===== src/rtl/evt_irq_pkg.sv =====
package evt_irq_pkg;
  // Default geometry shared by the aggregator and its sub-blocks.
  localparam int unsigned DEF_WORDS  = 3;
  localparam int unsigned DEF_WORD_W = 32;
  localparam int unsigned DEF_LINES  = 3;
  localparam int unsigned DEF_CODE_W = 7;
  localparam int unsigned DEF_ADDR_W = 4;

  // Line index ordering: lower index means higher processor priority.
  typedef enum logic [1:0] {
    LINE_A = 2'd0,
    LINE_B = 2'd1,
    LINE_C = 2'd2
  } line_e;
endpackage


===== src/rtl/evt_pend_bank.sv =====
module evt_pend_bank #(
  parameter int unsigned WORDS  = evt_irq_pkg::DEF_WORDS,
  parameter int unsigned WORD_W = evt_irq_pkg::DEF_WORD_W,
  parameter int unsigned CODE_W = evt_irq_pkg::DEF_CODE_W
) (
  input  logic                          clk_i,
  input  logic                          rst_ni,
  input  logic                          evt_vld_i,
  input  logic [CODE_W-1:0]             evt_code_i,
  input  logic [WORDS-1:0]              clr_en_i,
  input  logic [WORD_W-1:0]             clr_data_i,
  output logic [WORDS-1:0][WORD_W-1:0]  pend_o
);
  localparam int unsigned BIT_W = $clog2(WORD_W);
  localparam int unsigned SEL_W = CODE_W - BIT_W;

  logic [SEL_W-1:0] sel;
  logic [BIT_W-1:0] bidx;

  assign sel  = evt_code_i[CODE_W-1 -: SEL_W];
  assign bidx = evt_code_i[BIT_W-1:0];

  for (genvar w = 0; w < WORDS; w++) begin : g_word
    logic [WORD_W-1:0] set_v, clr_v, nxt_v, pend_q;
    logic              upd;

    // next-state: set wins over clear on the same bit
    always_comb begin
      set_v = '0;
      if (evt_vld_i && (sel == SEL_W'(w))) begin
        set_v = WORD_W'(1) << bidx;
      end
      clr_v = clr_en_i[w] ? clr_data_i : '0;
      nxt_v = (pend_q & ~clr_v) | set_v;
      upd   = (|set_v) | (|clr_v);
    end

    always_ff @(posedge clk_i or negedge rst_ni) begin
      if (!rst_ni) begin
        pend_q <= '0;
      end else if (upd) begin
        pend_q <= nxt_v;
      end
    end

    assign pend_o[w] = pend_q;
  end
endmodule


===== src/rtl/evt_mask_bank.sv =====
module evt_mask_bank #(
  parameter int unsigned WORDS  = evt_irq_pkg::DEF_WORDS,
  parameter int unsigned WORD_W = evt_irq_pkg::DEF_WORD_W,
  parameter int unsigned LINES  = evt_irq_pkg::DEF_LINES
) (
  input  logic                                     clk_i,
  input  logic                                     rst_ni,
  input  logic [LINES-1:0][WORDS-1:0]              we_i,
  input  logic [WORD_W-1:0]                        wdata_i,
  output logic [LINES-1:0][WORDS-1:0][WORD_W-1:0]  mask_o
);
  for (genvar l = 0; l < LINES; l++) begin : g_line
    for (genvar w = 0; w < WORDS; w++) begin : g_word
      logic [WORD_W-1:0] mask_q, mask_d;

      always_comb begin
        mask_d = we_i[l][w] ? wdata_i : mask_q;
      end

      always_ff @(posedge clk_i or negedge rst_ni) begin
        if (!rst_ni) begin
          mask_q <= '0;
        end else if (we_i[l][w]) begin
          mask_q <= mask_d;
        end
      end

      assign mask_o[l][w] = mask_q;
    end
  end
endmodule


===== src/rtl/evt_irq_eval.sv =====
module evt_irq_eval #(
  parameter int unsigned WORDS  = evt_irq_pkg::DEF_WORDS,
  parameter int unsigned WORD_W = evt_irq_pkg::DEF_WORD_W,
  parameter int unsigned LINES  = evt_irq_pkg::DEF_LINES
) (
  input  logic                                     clk_i,
  input  logic                                     rst_ni,
  input  logic [WORDS-1:0][WORD_W-1:0]             pend_i,
  input  logic [LINES-1:0][WORDS-1:0][WORD_W-1:0]  mask_i,
  output logic [LINES-1:0]                         irq_o
);
  logic [LINES-1:0] hit_d, irq_q;
  logic             upd;

  // masked OR over every pending word, per line
  always_comb begin
    hit_d = '0;
    for (int l = 0; l < LINES; l++) begin
      for (int w = 0; w < WORDS; w++) begin
        hit_d[l] = hit_d[l] | (|(pend_i[w] & mask_i[l][w]));
      end
    end
    upd = (hit_d != irq_q);
  end

  always_ff @(posedge clk_i or negedge rst_ni) begin
    if (!rst_ni) begin
      irq_q <= '0;
    end else if (upd) begin
      irq_q <= hit_d;
    end
  end

  assign irq_o = irq_q;
endmodule


===== src/rtl/evt_irq_agg.sv =====
module evt_irq_agg #(
  parameter int unsigned WORDS  = evt_irq_pkg::DEF_WORDS,
  parameter int unsigned WORD_W = evt_irq_pkg::DEF_WORD_W,
  parameter int unsigned LINES  = evt_irq_pkg::DEF_LINES,
  parameter int unsigned CODE_W = evt_irq_pkg::DEF_CODE_W,
  parameter int unsigned ADDR_W = evt_irq_pkg::DEF_ADDR_W
) (
  input  logic              clk_i,
  input  logic              rst_ni,
  input  logic              evt_vld_i,
  input  logic [CODE_W-1:0] evt_code_i,
  input  logic              reg_we_i,
  input  logic [ADDR_W-1:0] reg_addr_i,
  input  logic [WORD_W-1:0] reg_wdata_i,
  output logic [WORD_W-1:0] reg_rdata_o,
  output logic [LINES-1:0]  irq_o
);
  localparam int unsigned MASK_BASE = WORDS;

  logic [WORDS-1:0][WORD_W-1:0]             pend_w;
  logic [LINES-1:0][WORDS-1:0][WORD_W-1:0]  mask_w;
  logic [WORDS-1:0]                         clr_en;
  logic [LINES-1:0][WORDS-1:0]              mask_we;
  logic [WORD_W-1:0]                        rdata;

  // address decode and read mux; unmapped addresses read zero
  always_comb begin
    clr_en  = '0;
    mask_we = '0;
    rdata   = '0;
    for (int w = 0; w < WORDS; w++) begin
      if (reg_addr_i == ADDR_W'(w)) begin
        clr_en[w] = reg_we_i;
        rdata     = pend_w[w];
      end
    end
    for (int l = 0; l < LINES; l++) begin
      for (int w = 0; w < WORDS; w++) begin
        if (reg_addr_i == ADDR_W'(MASK_BASE + l * WORDS + w)) begin
          mask_we[l][w] = reg_we_i;
          rdata         = mask_w[l][w];
        end
      end
    end
  end

  assign reg_rdata_o = rdata;

  evt_pend_bank #(.WORDS(WORDS), .WORD_W(WORD_W), .CODE_W(CODE_W)) u_pend (
    .clk_i      (clk_i),
    .rst_ni     (rst_ni),
    .evt_vld_i  (evt_vld_i),
    .evt_code_i (evt_code_i),
    .clr_en_i   (clr_en),
    .clr_data_i (reg_wdata_i),
    .pend_o     (pend_w)
  );

  evt_mask_bank #(.WORDS(WORDS), .WORD_W(WORD_W), .LINES(LINES)) u_mask (
    .clk_i   (clk_i),
    .rst_ni  (rst_ni),
    .we_i    (mask_we),
    .wdata_i (reg_wdata_i),
    .mask_o  (mask_w)
  );

  evt_irq_eval #(.WORDS(WORDS), .WORD_W(WORD_W), .LINES(LINES)) u_eval (
    .clk_i  (clk_i),
    .rst_ni (rst_ni),
    .pend_i (pend_w),
    .mask_i (mask_w),
    .irq_o  (irq_o)
  );
endmodule


===== config.mk =====
export PLATFORM = sky130hd
export DESIGN_NAME = evt_irq_agg
export DESIGN_NICKNAME = d
export VERILOG_FILES = /design/src/rtl/evt_irq_pkg.sv /design/src/rtl/evt_pend_bank.sv /design/src/rtl/evt_mask_bank.sv /design/src/rtl/evt_irq_eval.sv /design/src/rtl/evt_irq_agg.sv
export SDC_FILE = /design/constraint.sdc
export NUM_CORES = 1
export LEC_CHECK = 0
export BUFFER_PORTS_ARGS = -buffer_cell sky130_fd_sc_hd__buf_4
export CAP_MARGIN = 15
export CORE_MARGIN = 2
export CORE_UTILIZATION = 30
export CTS_BUF_LIST = sky130_fd_sc_hd__clkbuf_16
export DETAILED_ROUTE_END_ITERATION = 7
export PLACE_DENSITY = 0.55
export SKIP_CTS_REPAIR_TIMING = 1
export SYNTH_ARGS = -nofsm -noshare
export SYNTH_HDL_FRONTEND = slang
export SYNTH_HIERARCHICAL = 1
export SYNTH_SLANG_ARGS = --single-unit

===== constraint.sdc =====
create_clock -name clk_i -period 1.9 [get_ports clk_i]
set_input_delay 0.38 -clock clk_i [delete_from_list [all_inputs] [get_ports clk_i]]
set_output_delay 0.38 -clock clk_i [all_outputs]
set_load 0.03 [all_outputs]

# ---- Word-level counts from Yosys, hierarchy flattened
# Cells that the tools add are included.
# Widths: inputs -> output; s select.
dict set report word_totals {
  register_bits 387
  wordCells 105
  out_inout_bits 35
}
dict set report classes {
  n_mux 30
  shift 1
  n_reduce_logical 20
  n_bitwise 27
  n_eq_ne 14
}
# op count
set op_table {}
lappend op_table {{$mux 32} 18}
lappend op_table {{$reduce_or 32->1} 15}
lappend op_table {{$and 32x32->32} 12}
lappend op_table {{$not 32->32} 3}
lappend op_table {{$or 32x32->32} 3}
lappend op_table {{$shl 1x5->32 const A} 1}
lappend op_table {{$eq 4x3->1 const B} 4}
lappend op_table {{$eq 4x4->1 const B} 4}
lappend op_table {{$mux 1} 12}
lappend op_table {{$or 1x1->1} 9}
lappend op_table {{$eq 4x2->1 const B} 2}
lappend op_table {{$eq 4x1->1 const B} 1}
lappend op_table {{$logic_not 4->1} 1}
lappend op_table {{$logic_and 1x1->1} 3}
lappend op_table {{$ne 3x3->1} 1}
lappend op_table {{$eq 2x1->1 const B} 1}
lappend op_table {{$eq 2x2->1 const B} 1}
lappend op_table {{$logic_not 2->1} 1}

# ---- Depth between registers and ports, before layout
dict set report depth {
  depth_word 13
  ltp_mapped 8
  ltp_nobuf 5
}

# ---- Modules after synthesis
# Netlist, hierarchy kept.
# module seq_area_each_um2 area_per_inst_um2 cells_per_inst instances
set modules_own_cells {}
lappend modules_own_cells {evt_mask_bank 7206.9 12105.4 612 1}
lappend modules_own_cells {evt_pend_bank 2402.3 4112.7 346 1}
lappend modules_own_cells {evt_irq_agg 0.0 3726.1 463 1}
lappend modules_own_cells {evt_irq_eval 75.1 1526.5 191 1}

# ---- Worst setup path before layout
# No wires, ideal clock.
dict set report synth_timing {
  path_kind {input-to-output}
  start {input reg_addr_i[0]}
  end {output reg_rdata_o[30]}
  t_arrival_ps 1916
  setup_slack_ps -396
  required_ps 1520
  n_path_buf 4
  stages 7
  path_cell_list {buf_6 buf_12 buf_6 buf_2 o21ai_0 a21oi_1 o31ai_1}
}
dict set report synth_between {
  elab_chain_len 13
}
# item line
set synth_rtl {}
lappend synth_rtl {{start, declared} evt_irq_agg.sv:13} ;# input logic [ADDR_W-1:0] reg_addr_i,
lappend synth_rtl {{$logic_not 4->1} evt_irq_agg.sv:32} ;# if (reg_addr_i == ADDR_W'(w)) begin
lappend synth_rtl {{$mux 32 (3 in a row)} evt_irq_agg.sv:32}
lappend synth_rtl {{$mux 32 (8 in a row)} evt_irq_agg.sv:39} ;# if (reg_addr_i == ADDR_W'(MASK_BASE + l * WORDS + w)) begin
lappend synth_rtl {{$mux 32 (*)} evt_irq_agg.sv:39}
lappend synth_rtl {{end, declared} evt_irq_agg.sv:15} ;# output logic [WORD_W-1:0] reg_rdata_o,
# Every way passes the cells marked *; elsewhere a longest branch is shown, timed or not.

# ---- Final worst setup path
dict set report layout_timing {
  start {register u_pend.g_word[2].pend_q[20]}
  end {output reg_rdata_o[20]}
}
dict set report layout_between {
  elab_chain_len 10
}
# item line
set layout_rtl {}
lappend layout_rtl {{start, declared} evt_pend_bank.sv:24} ;# logic [WORD_W-1:0] set_v, clr_v, nxt_v, pend_q;
lappend layout_rtl {{start signal, assigned} evt_pend_bank.sv:42} ;# pend_q <= nxt_v;
lappend layout_rtl {{$mux 32} evt_irq_agg.sv:32}
lappend layout_rtl {{$mux 32 (9 in a row)} evt_irq_agg.sv:39}
# Every way passes these cells.

==> out/qor.csv <==
metric,value,unit
die height,271.5,um
Die ar.,73730,um2
Area Growth Syn to Fin,32.79,%
max-slew headroom at the worst pin,51.59,%
DIE WIDTH,271.5,um
P per Cell Area,1087,nW/um2
WP depth,5,
Critical Path RT,1.52,ns
filler cell count,6818,
post-layout net count,2119,
crit-path max FO,5,
gr usage total,27.97,%
leak pwr,0.01240,uW
worst-skew pair later-pin latency,0.61,ns
CTS H-tree lvls,2,
Initial DRT Pass Iterations,5,
top post-synthesis cells by area,"dfrtp_1, mux2_4, a22o_1, a22oi_1, mux4_2",
fin. max-slew vios,0,
DRT Wirelength,105500,um
cell with the most instances after synthesis,dfrtp_1,
overflow left after global routing,0,
fin cells,3059,
share of cells above drive strength 1,53.49,%
Port Buffer Count,81,
Place WS,-0.5435,ns
status,"complete, but fails checks",
Syn. warnings,6,
DR vias/cell,5.902,
num rows,98,
Max Root-Sink Buffers,3,
design area,28510,um2
CP startpoint,u_pend/g_word[2].pend_q[20],
final setup margin,-0.6391,ns
VDD IR max,551.8,uV
post-synth top area share,45.10,%
reg-to-reg critical path endpoint,u_eval/irq_o[2],
Initial DRC Count,2470,
FF-to-FF path depth,6,
R2R setup slack,-0.07,ns
FF-to-FF Start,u_pend/g_word[0].pend_q[0],
dominant cell type by area after synthesis,dfrtp_1,
CTS sink cnt,387,
final hold violation count,0,
fin crit period,2.539,ns
CTS Root Cell,clkbuf_16,
Slew @ Worst Pin,0.7207,ns
wire per inst,34.50,um
CTS tree,built,
Synth async-reset ratio,100.0,%
maxcap violations,0,
Critical Path End,reg_rdata_o[20],
post-route ant nets,0,
CP bufs+invs,1,
RSZ-0062 raised after global routing,true,
Crit Path Class,reg -> out,
failing checks,setup timing,
CP max stage cell,mux4_2,
Avg Inst Size Synth,13.32,um2
global-route wire length before repair,145900,um
f_max,393.8,MHz
Mapped Area,21470,um2
synth cell count leaders,"dfrtp_1, mux2_4, nand2_1",
I/O pins,82,
worst min path class,in -> reg,
post-synth cell types,65,
vias in the first global route,17741,
Worst Skew,0.02361,ns
total number of vias,18055,
Critical Path Sink Type,primary output,
"Arr. time, crit path",2.16,ns
critical-path cell list,"mux4_2, o21ai_2, a21oi_1, o22a_2, buf_6",
top_reg_cell synth,dfrtp_1,
Critical Path Source Type,flop,
drc violations,0,
#FFs+latches synth,387,
GP Congestion,1.045,
syn_nets,1659,
Final setup viols,35,
CP top delay family,multiplexers,
final hold slack,0.1226,ns
placed insts,2880,
core area,71120,um2
sequential fraction of the synthesis area,45.10,%
Post-Syn Instances,1612,
"EDFF count, synth",0,
TritonCTS Buffers,48,
Initial Util,30.19,%
initial antenna violation count,2,
largest net degree at the start of global routing,94,
placement-stage cell area,25560,um2
Tcrit/Tclk final,133.6,%
"Reg clk slew, reported paths",0.06,ns
Detailed Place HPWL,78210,um
Critical Path Max Stage Delay,0.50,ns
-- logic make-up (layout without fill, tap and decap cells) --
| family | after synthesis | count (layout) | synth area share (%) |
|---|---|---|---|
| other cells | 0 | 2 | 0 |
| simple gates | 264 | 264 | 6.946 |
| compound gates | 441 | 441 | 15.19 |
| flops | 387 | 387 | 45.10 |
| buf+inv | 118 | 613 | 5.274 |
| mux | 402 | 402 | 27.49 |
-- cell usage in the layout, fill, tap and decap left out, drive strengths merged, types with 7 or more instances in the layout --
| master | netlist | routed |
|---|---|---|
| o2bb2ai | 24 | 24 |
| buf | 88 | 524 |
| a21oi | 62 | 62 |
| inv | 2 | 11 |
| a22o | 95 | 95 |
| a221oi | 26 | 26 |
| nor3 | 8 | 8 |
| o22a | 14 | 14 |
| and4bb | 9 | 9 |
| a31oi | 7 | 7 |
| clkinv | 0 | 16 |
| nand2 | 119 | 119 |
| dfrtp | 387 | 387 |
| mux2 | 315 | 315 |
| nand3 | 9 | 9 |
| a211oi | 9 | 9 |
| a22oi | 107 | 107 |
| o22ai | 19 | 19 |
| nor2b | 9 | 9 |
| clkbuf | 28 | 50 |
| bufinv | 0 | 8 |
| nor2 | 29 | 29 |
| nand4 | 29 | 29 |
| mux2i | 50 | 50 |
| mux4 | 37 | 37 |
| o21ai | 57 | 57 |
-- metal layers --
layer  vias to the layer above  share of wire [%]  GRT usage (%)
met5                         -              0.025              0
met4                         4                6.0          14.29
li1                       7208                  -              -
met1                      9411                 41          38.22
met3                       293                9.8          5.980
met2                      1139                 43          41.65
-- where the power goes --
group          switching [uW]  internal, uW
Combinational            4130          4990
Sequential               2260          9950
Clock                    3900          5750
-- through the flow --
stage	total power, uW	util (%)	setup TNS (ns)
6_report	30990	40.09	-15.87
5_1_grt	31820	40.08	-17.10
4_1_cts	29850	38.21	-19.63
3_5_place_dp	20170	35.94	-127.45
3_3_place_gp	20080	35.94	-128.13
2_1_floorplan	15570	-	-0.3081
-- how the worst min path moves through the flow --
stage | startpoint | endpoint | slack, ns | cells past startpoint
final | reg_wdata_i[28] | u_mask/g_line[1].g_word[0].mask_q[28] | 0.12 | 2
after global routing | reg_wdata_i[28] | u_mask/g_line[1].g_word[0].mask_q[28] | 0.12 | 2
after CTS | rst_ni | u_mask/g_line[2].g_word[0].mask_q[8] | -0.38 | 1
after detailed placement | rst_ni | u_pend/g_word[1].pend_q[8] | 0.26 | 1
after global placement | rst_ni | u_pend/g_word[1].pend_q[8] | 0.26 | 1
after floorplan | rst_ni | u_eval/irq_o[0] | 0.08 | 0
-- layout make-up --
class	instances	area, um2	area share, %
clock buffers	49	1226	4.301
clock inverters	36	382.9	1.343
diodes	2	5.005	0.01755
inverters	2	11.26	0.03950
flip-flops and latches	387	9738	34.16
repair buffers	526	4705	16.50
multi-input cells	1107	11250	39.47
well taps	950	1189	4.169
-- flip-flops by register name (all words and copies together) (netlist names) --
signal / flops
u_eval/irq_o: 3
u_mask/g_line.g_word.mask_q: 288
u_pend/g_word.pend_q: 96
(Power assumes the default switching activity.)
